--- src/rtl/cs_pkg.sv ---
package cs_pkg;
   typedef enum logic [1:0] {
      K_BROAD = 2'd0,
      K_NARROW = 2'd1,
      K_PICTURE = 2'd2
   } slot_kind_t;
endpackage

--- src/rtl/cs_slot_timer.sv ---
module cs_slot_timer
   import cs_pkg::*;
#(
   parameter int SLOT_CYC = 768,
   parameter int LINE_CYC = 1536,
   parameter int CNT_W    = 11
) (
   input  logic             clk,
   input  logic             rst,
   input  slot_kind_t       kind,
   output logic [CNT_W-1:0] cnt,
   output logic             seg_end
);
   logic [CNT_W-1:0] last_cnt;

   always_comb begin
      if (kind == K_PICTURE) last_cnt = CNT_W'(LINE_CYC - 1);
      else                   last_cnt = CNT_W'(SLOT_CYC - 1);
   end

   assign seg_end = (cnt == last_cnt);

   always_ff @(posedge clk) begin
      if (rst)          cnt <= '0;
      else if (seg_end) cnt <= '0;
      else              cnt <= cnt + 1'b1;
   end

   // half-line slots never run past their length
   p_slot_len_r2: assert property (@(posedge clk) disable iff (rst)
      (kind != K_PICTURE) |-> (cnt < CNT_W'(SLOT_CYC)));

   // a counter wrap always lands on zero
   p_cnt_restart_r5: assert property (@(posedge clk) disable iff (rst)
      seg_end |=> (cnt == '0));
endmodule

--- src/rtl/cs_state_seq.sv ---
module cs_state_seq
   import cs_pkg::*;
#(
   parameter int N_LONG  = 10,
   parameter int N_PRE   = 10,
   parameter int N_LINES = 304,
   parameter int N_POST  = 12,
   parameter int LINE_W  = 9
) (
   input  logic              clk,
   input  logic              rst,
   input  logic              seg_end,
   output slot_kind_t        kind,
   output logic              frame_head,
   output logic [LINE_W-1:0] line
);
   localparam int TOTAL   = N_LONG + N_PRE + 1 + N_POST;
   localparam int PIC_ST  = N_LONG + N_PRE;
   localparam int STATE_W = $clog2(TOTAL + 1);

   logic [STATE_W-1:0] state;
   logic               bad_state;
   logic               last_line;

   assign bad_state = (state >= STATE_W'(TOTAL));
   assign last_line = (line == LINE_W'(N_LINES - 1));

   always_comb begin
      if (state < STATE_W'(N_LONG))       kind = K_BROAD;
      else if (state == STATE_W'(PIC_ST)) kind = K_PICTURE;
      else                                kind = K_NARROW;
   end

   assign frame_head = (state == '0);

   always_ff @(posedge clk) begin
      if (rst || bad_state) begin
         state <= '0;
         line  <= '0;
      end else if (seg_end) begin
         if (kind == K_PICTURE && !last_line) begin
            line <= line + 1'b1;
         end else begin
            line <= '0;
            if (state == STATE_W'(TOTAL - 1)) state <= '0;
            else                              state <= state + 1'b1;
         end
      end
   end

   // the frame wraps to the first broad slot
   p_frame_wrap_r4: assert property (@(posedge clk) disable iff (rst)
      (seg_end && state == STATE_W'(TOTAL - 1)) |=> (state == '0));

   // the state stays inside the frame
   p_state_range_r4: assert property (@(posedge clk) disable iff (rst)
      state < STATE_W'(TOTAL));

   // the last picture line hands over to a narrow slot
   p_pic_exit_r9: assert property (@(posedge clk) disable iff (rst)
      (seg_end && kind == K_PICTURE && last_line) |=>
         (kind == K_NARROW && line == '0));

   // the line index rests at zero outside the picture
   p_line_idle_r7: assert property (@(posedge clk) disable iff (rst)
      (kind != K_PICTURE) |-> (line == '0));
endmodule

--- src/rtl/cs_wave_gen.sv ---
module cs_wave_gen
   import cs_pkg::*;
#(
   parameter int SEG_CYC    = 48,
   parameter int SLOT_CYC   = 768,
   parameter int LINE_CYC   = 1536,
   parameter int HSYNC_CYC  = 113,
   parameter int BPORCH_CYC = 137,
   parameter int FPORCH_CYC = 38,
   parameter int CNT_W      = 11,
   parameter int LINE_W     = 9
) (
   input  logic              clk,
   input  logic              rst,
   input  slot_kind_t        kind,
   input  logic [CNT_W-1:0]  cnt,
   input  logic              frame_head,
   input  logic [LINE_W-1:0] line,
   output logic              sync_n_q,
   output logic              trig_q,
   output logic              active_q,
   output logic [LINE_W-1:0] line_q
);
   localparam int ACT_START = HSYNC_CYC + BPORCH_CYC;
   localparam int ACT_STOP  = LINE_CYC - FPORCH_CYC;

   logic sync_low;
   logic vis;

   always_comb begin
      sync_low = 1'b0;
      vis      = 1'b0;
      unique case (kind)
         K_BROAD:   sync_low = (cnt < CNT_W'(SLOT_CYC - SEG_CYC));
         K_NARROW:  sync_low = (cnt < CNT_W'(SEG_CYC));
         K_PICTURE: begin
            sync_low = (cnt < CNT_W'(HSYNC_CYC));
            vis      = (cnt >= CNT_W'(ACT_START)) && (cnt < CNT_W'(ACT_STOP));
         end
         default: begin
            sync_low = 1'b0;
            vis      = 1'b0;
         end
      endcase
   end

   always_ff @(posedge clk) begin
      if (rst) begin
         sync_n_q <= 1'b1;
         trig_q   <= 1'b0;
         active_q <= 1'b0;
         line_q   <= '0;
      end else begin
         sync_n_q <= ~sync_low;
         trig_q   <= frame_head && (cnt == '0);
         active_q <= vis;
         line_q   <= line;
      end
   end

   // no sync pulse overlaps visible video
   p_active_sync_high_r6: assert property (@(posedge clk) disable iff (rst)
      active_q |-> sync_n_q);

   // the frame trigger is a single-cycle pulse
   p_trig_single_r8: assert property (@(posedge clk) disable iff (rst)
      trig_q |=> !trig_q);

   // a frame starts inside a broad sync pulse
   p_trig_in_sync_r8: assert property (@(posedge clk) disable iff (rst)
      trig_q |-> !sync_n_q);
endmodule

--- src/rtl/comp_sync_seq.sv ---
module comp_sync_seq
   import cs_pkg::*;
#(
   parameter int SEG_CYC    = 48,
   parameter int SLOT_CYC   = 768,
   parameter int LINE_CYC   = 1536,
   parameter int HSYNC_CYC  = 113,
   parameter int BPORCH_CYC = 137,
   parameter int FPORCH_CYC = 38,
   parameter int N_LONG     = 10,
   parameter int N_PRE      = 10,
   parameter int N_LINES    = 304,
   parameter int N_POST     = 12,
   localparam int LINE_W    = $clog2(N_LINES)
) (
   input  logic              clk,
   input  logic              rst,
   output logic              sync_n,
   output logic              frame_trig,
   output logic              active,
   output logic [LINE_W-1:0] line_idx
);
   localparam int CNT_W = $clog2(LINE_CYC);

   generate
      if (2 * SEG_CYC >= SLOT_CYC) begin : g_bad_seg
         $error("SEG_CYC must be less than half of SLOT_CYC");
      end
      if (LINE_CYC != 2 * SLOT_CYC) begin : g_bad_line
         $error("LINE_CYC must equal two half-line slots");
      end
      if (HSYNC_CYC + BPORCH_CYC >= LINE_CYC - FPORCH_CYC) begin : g_bad_porch
         $error("line sync and porches leave no active region");
      end
      if (N_LINES < 2 || N_LONG < 1 || N_PRE < 1 || N_POST < 1) begin : g_bad_cnt
         $error("slot and line counts must be at least one, lines at least two");
      end
   endgenerate

   slot_kind_t       kind;
   logic [CNT_W-1:0] cnt;
   logic             seg_end;
   logic             frame_head;
   logic [LINE_W-1:0] line;

   cs_slot_timer #(
      .SLOT_CYC(SLOT_CYC),
      .LINE_CYC(LINE_CYC),
      .CNT_W   (CNT_W)
   ) u_timer (
      .clk    (clk),
      .rst    (rst),
      .kind   (kind),
      .cnt    (cnt),
      .seg_end(seg_end)
   );

   cs_state_seq #(
      .N_LONG (N_LONG),
      .N_PRE  (N_PRE),
      .N_LINES(N_LINES),
      .N_POST (N_POST),
      .LINE_W (LINE_W)
   ) u_seq (
      .clk       (clk),
      .rst       (rst),
      .seg_end   (seg_end),
      .kind      (kind),
      .frame_head(frame_head),
      .line      (line)
   );

   cs_wave_gen #(
      .SEG_CYC   (SEG_CYC),
      .SLOT_CYC  (SLOT_CYC),
      .LINE_CYC  (LINE_CYC),
      .HSYNC_CYC (HSYNC_CYC),
      .BPORCH_CYC(BPORCH_CYC),
      .FPORCH_CYC(FPORCH_CYC),
      .CNT_W     (CNT_W),
      .LINE_W    (LINE_W)
   ) u_wave (
      .clk       (clk),
      .rst       (rst),
      .kind      (kind),
      .cnt       (cnt),
      .frame_head(frame_head),
      .line      (line),
      .sync_n_q  (sync_n),
      .trig_q    (frame_trig),
      .active_q  (active),
      .line_q    (line_idx)
   );

   // outputs are held at their idle values on the edge after reset
   p_reset_idle_r1: assert property (@(posedge clk)
      rst |=> (sync_n && !frame_trig && !active && line_idx == '0));
endmodule

--- config.mk ---
export PLATFORM = sky130hd
export DESIGN_NAME = comp_sync_seq
export DESIGN_NICKNAME = d
export VERILOG_FILES = /design/src/rtl/cs_pkg.sv /design/src/rtl/cs_slot_timer.sv /design/src/rtl/cs_state_seq.sv /design/src/rtl/cs_wave_gen.sv /design/src/rtl/comp_sync_seq.sv
export SDC_FILE = /design/constraint.sdc
export NUM_CORES = 1
export LEC_CHECK = 0
export BUFFER_PORTS_ARGS = -buffer_cell sky130_fd_sc_hd__buf_4
export CORE_AREA = 2 2 66 68
export CTS_CLUSTER_SIZE = 40
export DETAILED_ROUTE_END_ITERATION = 10
export DIE_AREA = 0 0 68 70
export GPL_ROUTABILITY_DRIVEN = 0
export HOLD_SLACK_MARGIN = 0.1
export PLACE_DENSITY = 0.63
export SYNTH_ARGS = -nofsm -noshare
export SYNTH_HDL_FRONTEND = slang
export SYNTH_SLANG_ARGS = --single-unit
--- constraint.sdc ---
create_clock -name clk -period 4.3 [get_ports clk]
set_clock_uncertainty 0.1 [all_clocks]
set_input_delay 0.43 -clock clk [delete_from_list [all_inputs] [get_ports clk]]
set_output_delay 0.43 -clock clk [all_outputs]
set_load 0.1 [all_outputs]
==> key figures <==
Synthesis
  – Commonest cells in the netlist: 38 x dfxtp_1, 25 x nor2_1, 19 x nand2_1, 12 x xnor2_1, 10 x nor2b_1
  – Warnings from Yosys: 0
  – Ranking of synthesized cells by area: dfxtp_1 43%, xnor2_1 5.9%, nor2_1 5.3%, ha_1 4.9%, nand2_1 4.0%
  – Post-Synthesis Cells: about 200
  – Number of synthesized flops with an enable pin: 0
  – Most frequent cell after synthesis: dfxtp_1
  – Synth top area share: 0.429
  – Synthesized Nets: about 210
  – Yosys top cell by area: dfxtp_1
  – Synth Flop Type: dfxtp_1
  – Ys async rst share: 0
  – Synth cell types: 41
  – Mean Syn Cell Area: 8.69 µm²
  – Seq/Total Area, Yosys: 0.429
  – Synthesized area: approximately 0.0018 mm²
  – Synth Register Bits: 38

Timing
  – Final min period: around 2.8 ns
  – Slew @ Worst Pin: 0.422 ns
  – Slew headroom: 0.711
  – Final TNS setup: 0 ns
  – Final setup violation count: 0
  – Crit share post-route: 0.650
  – Max frequency: 358 MHz
  – Slew Viols, Final: 0
  – RSZ-0062 raised after global routing: no
  – Final hold violations: 0

Final layout
  – Filler cell count: 406
  – Final core area utilization: 0.480
  – N_diodes: 0
  – Sequential cell area: 761 µm²
  – Nets: between 200 and 250
  – Area Growth Syn to Fin: 12.3%
  – Share of cells above drive strength 1: 0.116
  – Multi-input logic area: 942 µm²

Global routing
  – Antenna violations before repair: 0
  – First-pass GRT wire length: between 6 and 7 mm
  – Total grt overflow: 0
  – Vias in the first global route: 1241
  – GRT Util Overall: 0.166
  – Largest net degree at the start of global routing: 18
  – Routing usage on met3: 0.0483
  – GR peak layer: met2
  – Routing usage on met2: 0.241
  – Grt met1 use: 0.228

Die
  – # rows: 24
  – Die area: 0.00476 mm²
  – Initial Utilization: 0.428
  – Die Height: 70 µm
  – Die X: 68 µm
  – Num ports: 14
  – Core area: 0.00414 mm²

Pwr
  – Seq pwr share: 0.559
  – Internal: 0.000493 W
  – Peak VDD IR: 0.000215 V
  – NetSw: 0.000150 W
  – Sw frac: 0.233
  – Clock power frac: 0.392
  – Pwr/cell area: around 320 mW/mm²
  – Logic pwr share: 0.049
  – Pwr Total: 0.000643 W
  – Leak: around 0.73 nW

Worst setup path
  – Critical Path RT: 4.42 ns
  – Cell Chain, Critical Path: inv_1, ha_1, nor4bb_2, a2111o_1, a221o_1, or4_1, a21oi_1
  – Worst EP arrival: 2.91 ns
  – Max incr delay on CP: 0.55 ns
  – Critical Path Sink Type: flop
  – Critical path class: reg -> reg
  – CP max FO: 10
  – Slowest CP cell: a2111o_1
  – Setup crit start kind: flop

Route
  – Post-route ant nets: 0
  – First drt pass iteration count: 4
  – Initial DRC count: 76
  – Vias per Instance: 5.12
  – DRC Markers: 0
  – DRT Wirelength: 3.24 mm
  – DR WL/cell: 12.1 µm
  – Via count: around 1.4k

Job
  – MaxCap Viol Count: 0

Run status
  – Status: finished, final reports clean

Clock network
  – CTS tree: yes
  – Number of gates resized after CTS: 0
  – H-tree depth: 2
  – Longest Clk Path Bufs: 2
  – Worst-path clk slew: 0.07 ns
  – TritonCTS buffer count: 5
  – CTS sink cnt: 38
  – Post-CTS setup buffers: 0
  – Clock Latency Late Sink: 0.29 ns
  – CTS Hold Buffers Added: 0
  – CTS root buffer: clkbuf_8

Placed design
  – Port buffer count: 13
  – Detail Placement HPWL: ~2.3 mm

Hold path
  – Min-Delay Path Class: in -> reg
-- layout by cell type (no fill, tap or decap), types with 3 or more instances in the layout --
| cell type | netlist | routed |
|---|---|---|
| nand2_1 | 19 | 19 |
| nor2b_1 | 10 | 10 |
| a21oi_1 | 8 | 8 |
| dfxtp_1 | 38 | 38 |
| xnor2_1 | 12 | 12 |
| clkbuf_8 | 0 | 6 |
| or3_1 | 3 | 3 |
| nor2_1 | 25 | 25 |
| or4_1 | 4 | 4 |
| nand3_1 | 7 | 7 |
| xor2_1 | 3 | 3 |
| inv_1 | 8 | 8 |
| buf_4 | 0 | 13 |
| ha_1 | 7 | 7 |
| nor3_1 | 4 | 4 |
| o21ai_0 | 6 | 6 |
| a211oi_1 | 9 | 9 |
| nor4_1 | 3 | 3 |
-- logic make-up (layout without fill, tap and decap cells) --
| kind of cell | count (synthesis) | count (layout) | share of synthesized area |
|---|---|---|---|
| flip-flops | 38 | 38 | 0.429 |
| AO/OA/AOI/OAI | 34 | 34 | 0.131 |
| AND/OR/NAND/NOR | 91 | 91 | 0.272 |
| multiplexers | 1 | 1 | 0.00565 |
| adder cells (fa/ha/maj) | 7 | 7 | 0.0494 |
| XOR/XNOR | 15 | 15 | 0.0741 |
| buffers and inverters | 18 | 29 | 0.0395 |
-- critical path: cells and delay by family (launching register included) --
kind            cells  cell delay, ns
simple gates        2            0.69
buf+inv             1            0.11
fa+ha+maj           1            0.23
compound gates      3            1.19
flops               1            0.42
-- routing by layer --
layer,wire length (µm),up-vias
li1,-,729
met1,1610,616
met2,1470,14
met3,92,7
met4,63,0
met5,0,-
-- area by class of cell --
cell class	count	area share
Multi-Input combinational cell	148	0.473
Sequential cell	38	0.382
Timing Repair Buffer	13	0.0490
Clock buffer	6	0.0415
Tap cell	52	0.0327
Inverter	8	0.0151
Clock inverter	2	0.00629
-- power by group through the flow --
stage                     logic [W]  clock network (W)  registers [W]
after floorplan           0.0000144                  0       0.000377
after global placement    0.0000317                  0       0.000367
after detailed placement  0.0000318                  0       0.000368
after CTS                 0.0000319           0.000263       0.000359
after global routing      0.0000350           0.000275       0.000360
final                     0.0000315           0.000252       0.000359
-- worst paths after layout --
path,start,endpoint,slack [ns],depth (start not counted)
min reg2reg,u_timer.cnt[0],u_timer.cnt[0],0.39,1
min,rst,u_timer.cnt[6],0.35,2
max reg2reg,u_seq.state[0],u_seq.state[2],1.51,7
max,u_seq.state[0],u_seq.state[2],1.51,7
-- registers in the layout (all words and copies together) (netlist names) --
register,cells
u_seq.state,6
u_wave.active_q,1
u_timer.cnt,11
u_seq.line,9
u_wave.line_q,9
u_wave.trig_q,1
u_wave.sync_n_q,1
-- through the flow --
step | cell area, µm² | cells | worst slack (ns) | hold WS, ns
after global placement | 1900 | 259 | 1.59 | 0.362
after global routing | 1990 | 267 | 1.29 | 0.364
final | 1990 | 267 | 1.51 | 0.347
after detailed placement | 1900 | 259 | 1.51 | 0.383
after floorplan | 1770 | 204 | 1.70 | 0.337
after CTS | 1990 | 267 | 1.50 | 0.345
Note: power is estimated with default switching activity, not from simulation.
